==> src/rtl/lcd_seq_pkg.sv <==
package lcd_seq_pkg;

  localparam logic [7:0] OP_SWRST  = 8'h01;
  localparam logic [7:0] OP_RDPWR  = 8'h0A;
  localparam logic [7:0] PWR_KEEP  = 8'h7C;
  localparam logic [7:0] PWR_ALLON = 8'h1C;

  typedef enum logic [3:0] {
    S_IDLE,
    S_PWR,
    S_RD_REQ,
    S_RD_WAIT,
    S_PIN_LOW,
    S_PIN_REL,
    S_SW_REQ,
    S_SW_WAIT,
    S_POST,
    S_FIN
  } seq_state_e;

  function automatic logic [7:0] pwr_masked(input logic [7:0] raw);
    return raw & PWR_KEEP;
  endfunction

  function automatic logic pwr_is_on(input logic [7:0] raw);
    return pwr_masked(raw) == PWR_ALLON;
  endfunction

  function automatic int unsigned post_us(input logic pin_used,
                                          input int unsigned short_us,
                                          input int unsigned long_us);
    return pin_used ? short_us : long_us;
  endfunction

  function automatic int unsigned max4(input int unsigned a, input int unsigned b,
                                       input int unsigned c, input int unsigned d);
    int unsigned m;
    m = a;
    if (b > m) m = b;
    if (c > m) m = c;
    if (d > m) m = d;
    return m;
  endfunction

endpackage

==> src/rtl/lcd_us_tick.sv <==
module lcd_us_tick #(
  parameter int unsigned CLK_PER_US = 50
) (
  input  logic clk,
  input  logic rst_n,
  output logic tick_o
);
  generate
    if (CLK_PER_US <= 1) begin : g_pass
      logic unused_in;
      assign unused_in = clk ^ rst_n;
      assign tick_o = 1'b1;
    end else begin : g_div
      localparam int unsigned CW = $clog2(CLK_PER_US);
      localparam logic [CW-1:0] LAST = CW'(CLK_PER_US - 1);
      logic [CW-1:0] cnt_q;

      always_ff @(posedge clk or negedge rst_n) begin
        if (!rst_n) cnt_q <= '0;
        else if (cnt_q == LAST) cnt_q <= '0;
        else cnt_q <= cnt_q + 1'b1;
      end

      assign tick_o = (cnt_q == LAST);

      AST_TICK_GAP: assert property (@(posedge clk) disable iff (!rst_n)
        tick_o |=> !tick_o);
    end
  endgenerate
endmodule

==> src/rtl/lcd_us_timer.sv <==
module lcd_us_timer #(
  parameter int unsigned TW = 8
) (
  input  logic          clk,
  input  logic          rst_n,
  input  logic          tick_i,
  input  logic          load_i,
  input  logic [TW-1:0] load_us_i,
  output logic          expired_o
);
  logic [TW-1:0] cnt_q;

  // Loading N+1 guarantees at least N whole microseconds whatever the tick phase.
  always_ff @(posedge clk or negedge rst_n) begin
    if (!rst_n)                      cnt_q <= '0;
    else if (load_i)                 cnt_q <= load_us_i + 1'b1;
    else if (tick_i && cnt_q != '0)  cnt_q <= cnt_q - 1'b1;
  end

  assign expired_o = (cnt_q == '0);

  AST_LOAD_ARMS: assert property (@(posedge clk) disable iff (!rst_n)
    load_i |=> !expired_o);
endmodule

==> src/rtl/lcd_seq_ctrl.sv <==
module lcd_seq_ctrl
  import lcd_seq_pkg::*;
#(
  parameter int unsigned TW         = 8,
  parameter int unsigned CLK_PER_US = 50,
  parameter int unsigned LOW_US     = 20,
  parameter int unsigned REL_US     = 120000,
  parameter int unsigned SHORT_US   = 5000,
  parameter int unsigned LONG_US    = 120000
) (
  input  logic          clk,
  input  logic          rst_n,
  input  logic          start_i,
  input  logic          cond_mode_i,
  input  logic          has_rst_pin_i,
  input  logic          cmd_ready_i,
  input  logic          cmd_done_i,
  input  logic          cmd_err_i,
  input  logic [7:0]    cmd_rdata_i,
  input  logic          tmr_expired_i,
  output logic          tmr_load_o,
  output logic [TW-1:0] tmr_us_o,
  output logic          reg_en_o,
  output logic          lcd_rst_n_o,
  output logic          cmd_valid_o,
  output logic [7:0]    cmd_op_o,
  output logic          cmd_read_o,
  output logic          busy_o,
  output logic          done_o,
  output logic          already_on_o,
  output logic          error_o
);
  localparam int unsigned LOW_CYC   = LOW_US * CLK_PER_US;
  localparam int unsigned SHORT_CYC = SHORT_US * CLK_PER_US;
  localparam int unsigned LONG_CYC  = LONG_US * CLK_PER_US;

  seq_state_e st_q, st_n;
  logic cond_q, pin_q, on_q, err_q, reg_en_q;
  logic on_set, err_set, rail_drop;

  // Named internal events
  logic ev_accept, ev_result, ev_panel_on, ev_sw_fail;
  assign ev_accept   = cmd_valid_o && cmd_ready_i;
  assign ev_result   = cmd_done_i;
  assign ev_panel_on = (st_q == S_RD_WAIT) && ev_result && !cmd_err_i && pwr_is_on(cmd_rdata_i);
  assign ev_sw_fail  = (st_q == S_SW_WAIT) && ev_result && cmd_err_i;

  always_comb begin
    st_n       = st_q;
    tmr_load_o = 1'b0;
    tmr_us_o   = '0;
    on_set     = 1'b0;
    err_set    = 1'b0;
    rail_drop  = 1'b0;
    unique case (st_q)
      S_IDLE:    if (start_i) st_n = S_PWR;
      S_PWR: begin
        if (cond_q) st_n = S_RD_REQ;
        else if (pin_q) begin
          st_n = S_PIN_LOW; tmr_load_o = 1'b1; tmr_us_o = TW'(LOW_US);
        end else st_n = S_SW_REQ;
      end
      S_RD_REQ:  if (ev_accept) st_n = S_RD_WAIT;
      S_RD_WAIT: begin
        if (ev_panel_on) begin
          st_n = S_FIN; on_set = 1'b1;
        end else if (ev_result) begin
          if (pin_q) begin
            st_n = S_PIN_LOW; tmr_load_o = 1'b1; tmr_us_o = TW'(LOW_US);
          end else st_n = S_SW_REQ;
        end
      end
      S_PIN_LOW: if (tmr_expired_i) begin
        st_n = S_PIN_REL; tmr_load_o = 1'b1; tmr_us_o = TW'(REL_US);
      end
      S_PIN_REL: if (tmr_expired_i) st_n = S_SW_REQ;
      S_SW_REQ:  if (ev_accept) st_n = S_SW_WAIT;
      S_SW_WAIT: begin
        if (ev_sw_fail) begin
          st_n = S_FIN; err_set = 1'b1; rail_drop = 1'b1;
        end else if (ev_result) begin
          st_n = S_POST; tmr_load_o = 1'b1;
          tmr_us_o = TW'(post_us(pin_q, SHORT_US, LONG_US));
        end
      end
      S_POST:    if (tmr_expired_i) st_n = S_FIN;
      S_FIN:     st_n = S_IDLE;
      default:   st_n = S_IDLE;
    endcase
  end

  always_ff @(posedge clk or negedge rst_n) begin
    if (!rst_n) begin
      st_q     <= S_IDLE;
      cond_q   <= 1'b0;
      pin_q    <= 1'b0;
      on_q     <= 1'b0;
      err_q    <= 1'b0;
      reg_en_q <= 1'b0;
    end else begin
      st_q <= st_n;
      if (st_q == S_IDLE && start_i) begin
        cond_q   <= cond_mode_i;
        pin_q    <= has_rst_pin_i;
        on_q     <= 1'b0;
        err_q    <= 1'b0;
        reg_en_q <= 1'b1;
      end else begin
        if (on_set)    on_q     <= 1'b1;
        if (err_set)   err_q    <= 1'b1;
        if (rail_drop) reg_en_q <= 1'b0;
      end
    end
  end

  assign reg_en_o     = reg_en_q;
  assign lcd_rst_n_o  = (st_q != S_PIN_LOW);
  assign cmd_valid_o  = (st_q == S_RD_REQ) || (st_q == S_SW_REQ);
  assign cmd_read_o   = (st_q == S_RD_REQ);
  assign cmd_op_o     = (st_q == S_RD_REQ) ? OP_RDPWR : OP_SWRST;
  assign busy_o       = (st_q != S_IDLE);
  assign done_o       = (st_q == S_FIN);
  assign already_on_o = done_o && on_q;
  assign error_o      = done_o && err_q;

  // Window counters used only by the assertions below
  int unsigned low_cnt_q, post_cnt_q;
  always_ff @(posedge clk or negedge rst_n) begin
    if (!rst_n) begin
      low_cnt_q  <= 0;
      post_cnt_q <= 0;
    end else begin
      if (st_q == S_IDLE) low_cnt_q <= 0;
      else if (st_q == S_PIN_LOW) low_cnt_q <= low_cnt_q + 1;
      if (st_q == S_POST) post_cnt_q <= post_cnt_q + 1;
      else post_cnt_q <= 0;
    end
  end

  AST_RAIL_FIRST: assert property (@(posedge clk) disable iff (!rst_n)
    (cmd_valid_o || !lcd_rst_n_o) |-> reg_en_o);
  AST_LOW_MIN: assert property (@(posedge clk) disable iff (!rst_n)
    $rose(lcd_rst_n_o) |-> (low_cnt_q >= LOW_CYC));
  AST_POST_MIN: assert property (@(posedge clk) disable iff (!rst_n)
    (st_q == S_POST && tmr_expired_i) |->
      (post_cnt_q >= (pin_q ? SHORT_CYC : LONG_CYC)));
  AST_ERR_RAIL_OFF: assert property (@(posedge clk) disable iff (!rst_n)
    error_o |-> !reg_en_o);
  AST_DONE_PULSE: assert property (@(posedge clk) disable iff (!rst_n)
    done_o |=> !done_o);
  AST_STATUS_QUAL: assert property (@(posedge clk) disable iff (!rst_n)
    (already_on_o || error_o) |-> done_o);
  AST_START_IDLE: assert property (@(posedge clk) disable iff (!rst_n)
    (start_i && busy_o) |=> (st_q != S_PWR));
endmodule

==> src/rtl/lcd_pwr_seq.sv <==
module lcd_pwr_seq
  import lcd_seq_pkg::*;
#(
  parameter int unsigned CLK_PER_US = 50,
  parameter int unsigned LOW_US     = 20,
  parameter int unsigned REL_US     = 120000,
  parameter int unsigned SHORT_US   = 5000,
  parameter int unsigned LONG_US    = 120000
) (
  input  logic       clk,
  input  logic       rst_n,
  input  logic       start_i,
  input  logic       cond_mode_i,
  input  logic       has_rst_pin_i,
  output logic       reg_en_o,
  output logic       lcd_rst_n_o,
  output logic       cmd_valid_o,
  output logic [7:0] cmd_op_o,
  output logic       cmd_read_o,
  input  logic       cmd_ready_i,
  input  logic       cmd_done_i,
  input  logic       cmd_err_i,
  input  logic [7:0] cmd_rdata_i,
  output logic       busy_o,
  output logic       done_o,
  output logic       already_on_o,
  output logic       error_o
);
  localparam int unsigned MAX_US = max4(LOW_US, REL_US, SHORT_US, LONG_US);
  localparam int unsigned TW     = $clog2(MAX_US + 2);

  logic          us_tick;
  logic          tmr_load, tmr_expired;
  logic [TW-1:0] tmr_us;

  lcd_us_tick #(.CLK_PER_US(CLK_PER_US)) u_tick (
    .clk(clk), .rst_n(rst_n), .tick_o(us_tick)
  );

  lcd_us_timer #(.TW(TW)) u_timer (
    .clk(clk), .rst_n(rst_n), .tick_i(us_tick),
    .load_i(tmr_load), .load_us_i(tmr_us), .expired_o(tmr_expired)
  );

  lcd_seq_ctrl #(
    .TW(TW), .CLK_PER_US(CLK_PER_US), .LOW_US(LOW_US), .REL_US(REL_US),
    .SHORT_US(SHORT_US), .LONG_US(LONG_US)
  ) u_ctrl (
    .clk(clk), .rst_n(rst_n), .start_i(start_i),
    .cond_mode_i(cond_mode_i), .has_rst_pin_i(has_rst_pin_i),
    .cmd_ready_i(cmd_ready_i), .cmd_done_i(cmd_done_i),
    .cmd_err_i(cmd_err_i), .cmd_rdata_i(cmd_rdata_i),
    .tmr_expired_i(tmr_expired), .tmr_load_o(tmr_load), .tmr_us_o(tmr_us),
    .reg_en_o(reg_en_o), .lcd_rst_n_o(lcd_rst_n_o),
    .cmd_valid_o(cmd_valid_o), .cmd_op_o(cmd_op_o), .cmd_read_o(cmd_read_o),
    .busy_o(busy_o), .done_o(done_o),
    .already_on_o(already_on_o), .error_o(error_o)
  );

  AST_IDLE_QUIET: assert property (@(posedge clk) disable iff (!rst_n)
    !busy_o |-> (lcd_rst_n_o && !cmd_valid_o && !done_o));
endmodule

==> config.mk <==
export PLATFORM = sky130hd
export DESIGN_NAME = lcd_pwr_seq
export DESIGN_NICKNAME = d
export VERILOG_FILES = /design/src/rtl/lcd_seq_pkg.sv /design/src/rtl/lcd_us_tick.sv /design/src/rtl/lcd_us_timer.sv /design/src/rtl/lcd_seq_ctrl.sv /design/src/rtl/lcd_pwr_seq.sv
export SDC_FILE = /design/constraint.sdc
export NUM_CORES = 1
export LEC_CHECK = 0
export BUFFER_PORTS_ARGS = -buffer_cell sky130_fd_sc_hd__buf_2
export CORE_ASPECT_RATIO = 0.7
export CORE_MARGIN = 3
export CORE_UTILIZATION = 55
export CTS_BUF_LIST = sky130_fd_sc_hd__clkbuf_8 sky130_fd_sc_hd__clkbuf_16
export CTS_CLUSTER_SIZE = 12
export DETAILED_ROUTE_END_ITERATION = 8
export PLACE_DENSITY = 0.83
export SYNTH_ARGS = -nofsm -noshare
export SYNTH_HDL_FRONTEND = slang
export SYNTH_SLANG_ARGS = --single-unit
==> constraint.sdc <==
create_clock -name clk -period 2.8 [get_ports clk]
set_input_delay 0.56 -clock clk [delete_from_list [all_inputs] [get_ports clk]]
set_output_delay 0.56 -clock clk [all_outputs]
set_load 0.01 [all_outputs]
Yosys cells after proc, flatten, opt, wreduce, memory -nomap -nowiden
Index checks and enable logic that the tools add are counted.
{"block": "word_totals", "register_bits": 32, "wordCells": 95}
{"block": "classes", "n_addsub": 3, "eq_ne": 20, "muxes": 44, "reduce_logical": 20}
{"operator": "17-bit 2-to-1 mux", "n": 8}
{"operator": "17-bit case mux with 4 select lines", "n": 1}
{"operator": "4-bit 2-to-1 mux", "n": 12}
{"operator": "4-bit case mux with 9 select lines", "n": 1}
{"operator": "17-bit by 1-bit adder with 17-bit output (second input constant)", "n": 1}
{"operator": "17-bit logical NOT", "n": 1}
{"operator": "1-bit 2-to-1 mux", "n": 17}
{"operator": "17-bit nonzero test", "n": 1}
{"operator": "17-bit by 1-bit subtractor with 17-bit output (second input constant)", "n": 1}
{"operator": "4-bit by 3-bit equality test with 1-bit output (second input constant)", "n": 4}
{"operator": "1-bit logical AND", "n": 10}
{"operator": "5-bit 2-to-1 mux", "n": 2}
{"operator": "4-bit by 2-bit equality test with 1-bit output (second input constant)", "n": 2}
{"operator": "4-bit equality test (second input constant)", "n": 2}
{"operator": "2-bit != test (second input constant)", "n": 4}
{"operator": "8-bit AND reduction", "n": 1}
{"operator": "6-bit by 1-bit adder with 6-bit output (second input constant)", "n": 1}
{"operator": "6-bit equality test (second input constant)", "n": 1}
{"operator": "6-bit 2-to-1 mux", "n": 1}
{"operator": "3-bit by 2-bit != test with 1-bit output (second input constant)", "n": 2}
{"operator": "2-bit nonzero test", "n": 3}
{"operator": "5-bit by 3-bit equality test with 1-bit output (second input constant)", "n": 1}
{"operator": "4-bit by 1-bit equality test with 1-bit output (second input constant)", "n": 1}
{"operator": "4-bit logical NOT", "n": 1}
{"operator": "7 further kinds", "n": 8}

Logic depth before layout (Yosys ltp)
{"block": "logic_depth", "depth_word": 8, "ltp_mapped": 8}

Hierarchy
A second synthesis with hierarchy kept.
{"block": "unflattened", "cells_unflattened": 314, "area_unflattened_um2": 2695.1}
{"module": "lcd_us_timer", "instances": 1, "cells_each": 175, "area_per_inst_um2": 1457.6, "seq_area_each_um2": 425.4}
{"module": "lcd_seq_ctrl", "instances": 1, "cells_each": 113, "area_per_inst_um2": 952.2, "seq_area_each_um2": 225.2}
{"module": "lcd_us_tick", "instances": 1, "cells_each": 26, "area_per_inst_um2": 285.3, "seq_area_each_um2": 150.1}

Worst setup path before layout
No wires, ideal clock.
{"block": "synth_path", "path_type": "input -> register", "startpoint": "input cmd_rdata_i[5]", "endpoint": "register u_timer.cnt_q[3]", "t_arrival_ns": 1.847, "setup_slack_ns": 0.827, "stages": 5, "cell_sequence": "nand4b_1 > o311a_2 > o2111ai_1 > nand2b_1 > o311a_1"}
{"block": "synth_via", "elab_chain_cells": 6}
{"element": "start: declaration", "line_no": "lcd_pwr_seq.sv:23", "rtl": "input logic [7:0] cmd_rdata_i,"}
{"element": "5-bit by 3-bit equality test with 1-bit output *", "line_no": "lcd_seq_pkg.sv:26", "rtl": "return pwr_masked(raw) == PWR_ALLON;"}
{"element": "1-bit logical AND *", "line_no": "lcd_seq_ctrl.sv:45", "rtl": "assign ev_panel_on = (st_q == S_RD_WAIT) && ev_result && !cmd_err_i && pwr_is_on(cmd_rdata_i);"}
{"element": "17-bit 2-to-1 mux", "line_no": "lcd_seq_ctrl.sv:65", "rtl": "if (ev_panel_on) begin"}
{"element": "17-bit case mux with 4 select lines", "line_no": "lcd_seq_ctrl.sv:55", "rtl": "unique case (st_q)"}
{"element": "17-bit by 1-bit adder with 17-bit output", "line_no": "lcd_us_timer.sv:16", "rtl": "else if (load_i) cnt_q <= load_us_i + 1'b1;"}
{"element": "17-bit 2-to-1 mux", "line_no": "lcd_us_timer.sv:16"}
{"element": "end signal: assignment", "line_no": "lcd_us_timer.sv:16"}
{"element": "end signal: assignment", "line_no": "lcd_us_timer.sv:17", "rtl": "else if (tick_i && cnt_q != '0) cnt_q <= cnt_q - 1'b1;"}
{"element": "end: declaration", "line_no": "lcd_us_timer.sv:11", "rtl": "logic [TW-1:0] cnt_q;"}
Mark *: on every way between the ends. The rest lies on a longest branch, timed or not.
A chain may end at the register's enable or synchronous reset.

Worst setup path after layout
{"block": "layout_path", "startpoint": "register u_ctrl.st_q[0]", "endpoint": "register u_timer.cnt_q[12]"}
{"block": "layout_via", "elab_chain_cells": 8}
{"element": "start: declaration", "line_no": "lcd_seq_ctrl.sv:37", "rtl": "seq_state_e st_q, st_n;"}
{"element": "start signal: assignment", "line_no": "lcd_seq_ctrl.sv:101", "rtl": "st_q <= st_n;"}
{"element": "4-bit by 2-bit equality test with 1-bit output", "line_no": "lcd_seq_ctrl.sv:45, lcd_seq_ctrl.sv:55"}
{"element": "1-bit logical AND (3 in series)", "line_no": "lcd_seq_ctrl.sv:45"}
{"element": "17-bit 2-to-1 mux", "line_no": "lcd_seq_ctrl.sv:65"}
{"element": "17-bit case mux with 4 select lines", "line_no": "lcd_seq_ctrl.sv:55"}
{"element": "17-bit by 1-bit adder with 17-bit output", "line_no": "lcd_us_timer.sv:16"}
{"element": "17-bit 2-to-1 mux", "line_no": "lcd_us_timer.sv:16"}
Parallel ways exist; a longest one is shown, timed or not.

==> flow_summary.toml <==
[routing]
wire_per_inst_um = 15.2
drc_errors = 0
routed_wl_um = 4250
vias_per_cell = 5.82
antenna_left = 0
via_count = 1623
drt-initial-drc-count = 117
drtPass1Iterations = 5

[timing]
slew_headroom_pct = 53.8
finalCritPeriodShare_pct = 81.1
finalSetupTns_ns = 0
worst_pin_slew_ns = 0.693
final.min_clock_period_ns = 2.27
setup_violations = 0
hold_viol_final = 0
fin_skew_ns = 0.00621
rsz0062_at_grt = "false"
fin_ws_ns = 0.530
maxClockFrequency_ghz = 0.440
finalMaxSlewViolations = 0

[power_and_ir_drop]
ir_drop_v = 0.000722
power.density_nw_per_um2 = 785
total_leakage_power_nw = 0.971

[worst_setup_path]
worst_ep_required_time_ns = 2.97
cp-start-kind = "flop"
crit_fanout = 13
slowest_stage = "dfrtp_1"
slowest_delay_ns = 0.57
end_kind = "flop"
worst-setup-path-type = "reg2reg"
crit_arrival_ns = 2.44
path_cells = "nor4bb_1 -> o311a_2 -> o2111ai_1 -> buf_4 -> o211a_1 -> or3_1"

[logic_synthesis]
ys_async_sr_fraction_pct = 100
postSynthCellCount = 207
synth_top_area_share_pct = 41.0
synth_most_common_cell = "dfrtp_1"
ys_top_cells_by_count = "dfrtp_1, nor2_1, o21ai_0"
ys_types = 54
avgSynthCellArea_um2 = 9.44
synth.cell_area_um2 = 1950
netlist_top_cells_area = "dfrtp_1, nor2_1, xor2_1, o21ai_0, buf_4"
synth_edf_count = 0
dominantRegCellSynth = "dfrtp_1"
yosys_register_bits = 32
yosysTopAreaCell = "dfrtp_1"
yosys_warnings = 0
ys_seq_area_share_pct = 41.0

[die]
die_area_um2 = 4310
start_util_pct = 59.6
die_h_um = 55.9
die_w_um = 77.2
ioPinCount = 32
rows = 17
core_area_um2 = 3280

[placement]
dp_slack_ns = 0.542
gp_congestion = 0.954
placed_cells = 272
dp_hpwl_um = 3180
port-buffer-count = 23
dpl_cell_area_um2 = 2090

[layout]
fin_nets = 252
layout-drive-gt1-share_pct = 19.4
fin_util_pct = 66.2
fin_area_um2 = 2170
multi_input_area_um2 = 1050
num-fill-cells = 277
finalNonFillerCells = 279
area_growth_pct = 11.1
register_area_um2 = 801
antenna-diode-count = 0

[outcome]
status = "finished clean"

[cts]
ctsHoldBuffers = 0
cts_resized = 0
cts_made_buffers = 5
cts_tree = "done"
cts-root-buf = "clkbuf_8"
cts_sinks = 32
clk_latency_ns = 0.29
cts_max_level = 2
clock_path_buffers = 2
path_clk_slew_ns = 0.07
post_cts_buffers = 0

[grt]
grt_max_degree = 33
antenna_found_initial = 0
grt_pass1_wl_um = 7090
grt_overflow = 0
grt_pass1_vias = 1470
globalRouteTotalUtil_pct = 21.4

[hold_path]
min_path_type = "in2async"

[job]
cap_violations = 0
[metal layers]
metal | routed length [um] | track usage, %
met2 | 1700 | 28.0
met3 | 329 | 6.63
met1 | 2180 | 32.9
met5 | 0 | 0
met4 | 46 | 7.11
[where the power goes]
part / total, mW / internal (mW) / leakage [nW] / switching [mW]
Sequential: 0.752 / 0.580 / 0.396 / 0.172
Combinational: 0.621 / 0.295 / 0.530 / 0.325
Clock: 0.331 / 0.165 / 0.0452 / 0.166
Total: 1.70 / 1.04 / 0.971 / 0.664
[registers in the layout (all words and copies together), names as in the netlist]
signal	flops
u_ctrl.pin_q	1
u_ctrl.reg_en_o	1
u_ctrl.st_q	4
u_ctrl.on_q	1
u_ctrl.cond_q	1
u_timer.cnt_q	17
u_ctrl.err_q	1
u_tick.g_div.cnt_q	6
[final timing paths]
check / from / end / slack [ns] / depth (start not counted)
max reg2reg: u_ctrl.st_q[0] / u_timer.cnt_q[12] / 0.53 / 6
min reg2reg: u_ctrl.on_q / u_ctrl.on_q / 0.48 / 1
max: u_ctrl.st_q[0] / u_timer.cnt_q[12] / 0.53 / 6
max in group asynchronous: rst_n / u_timer.cnt_q[0] / 2.04 / 1
min: rst_n / u_tick.g_div.cnt_q[1] / 0.31 / 1
min in group clk: u_ctrl.on_q / u_ctrl.on_q / 0.48 / 1
[layout by cell type, fill, tap and decap left out, types with 2 or more instances in the layout]
master	netlist	final
dfrtp_1	32	32
nor2_1	24	24
buf_2	1	23
o21ai_0	12	12
nand3_1	11	11
xor2_1	9	9
nand2b_1	8	8
inv_1	6	7
nand2_1	6	6
xnor2_1	6	6
nor4_1	6	6
nand4_1	6	6
buf_4	8	6
nor3b_1	5	5
conb_1	1	5
clkbuf_8	0	5
or3_1	4	4
and2_1	4	4
ha_1	4	4
and3_1	3	3
mux2_2	3	3
nor3_1	3	3
o311a_1	3	3
a21oi_1	3	3
nand4b_1	2	2
nor4_2	2	2
a31oi_1	2	2
o21a_1	2	2
mux2i_1	2	2
[critical path, delay by kind of cell (launching register included)]
kind / cells / cell delay [ns]
buffers and inverters: 1 / 0.19
DFF: 1 / 0.57
and+or+nand+nor: 2 / 0.80
AOI/OAI and AO/OA: 3 / 0.57
[per-stage QoR]
step                      hold slack (ns)  total power [mW]
after floorplan                     0.264              1.19
after global placement              0.468              1.35
after detailed placement            0.476              1.37
after CTS                           0.333              1.70
after global routing                0.361              1.82
final                               0.308              1.70
[layout make-up]
type                    instances  share of cell area (%)
multi-input cells             158                    48.4
flip-flops and latches         32                    36.9
repair buffers                 29                    7.38
clock buffers                   5                    3.17
well taps                      47                    2.71
inverters                       6                    1.04
clock inverters                 2                   0.404
[kinds of logic after synthesis]
logic type                 share of synthesized area (%)
AOI/OAI and AO/OA                                   12.9
buffers and inverters                               6.02
muxes                                               2.75
DFF                                                 41.0
xor gates and xnor gates                            6.73
and+or+nand+nor                                     27.8
adders and majority gates                           2.56
other                                              0.192
Power figures use the tool's default switching activity.
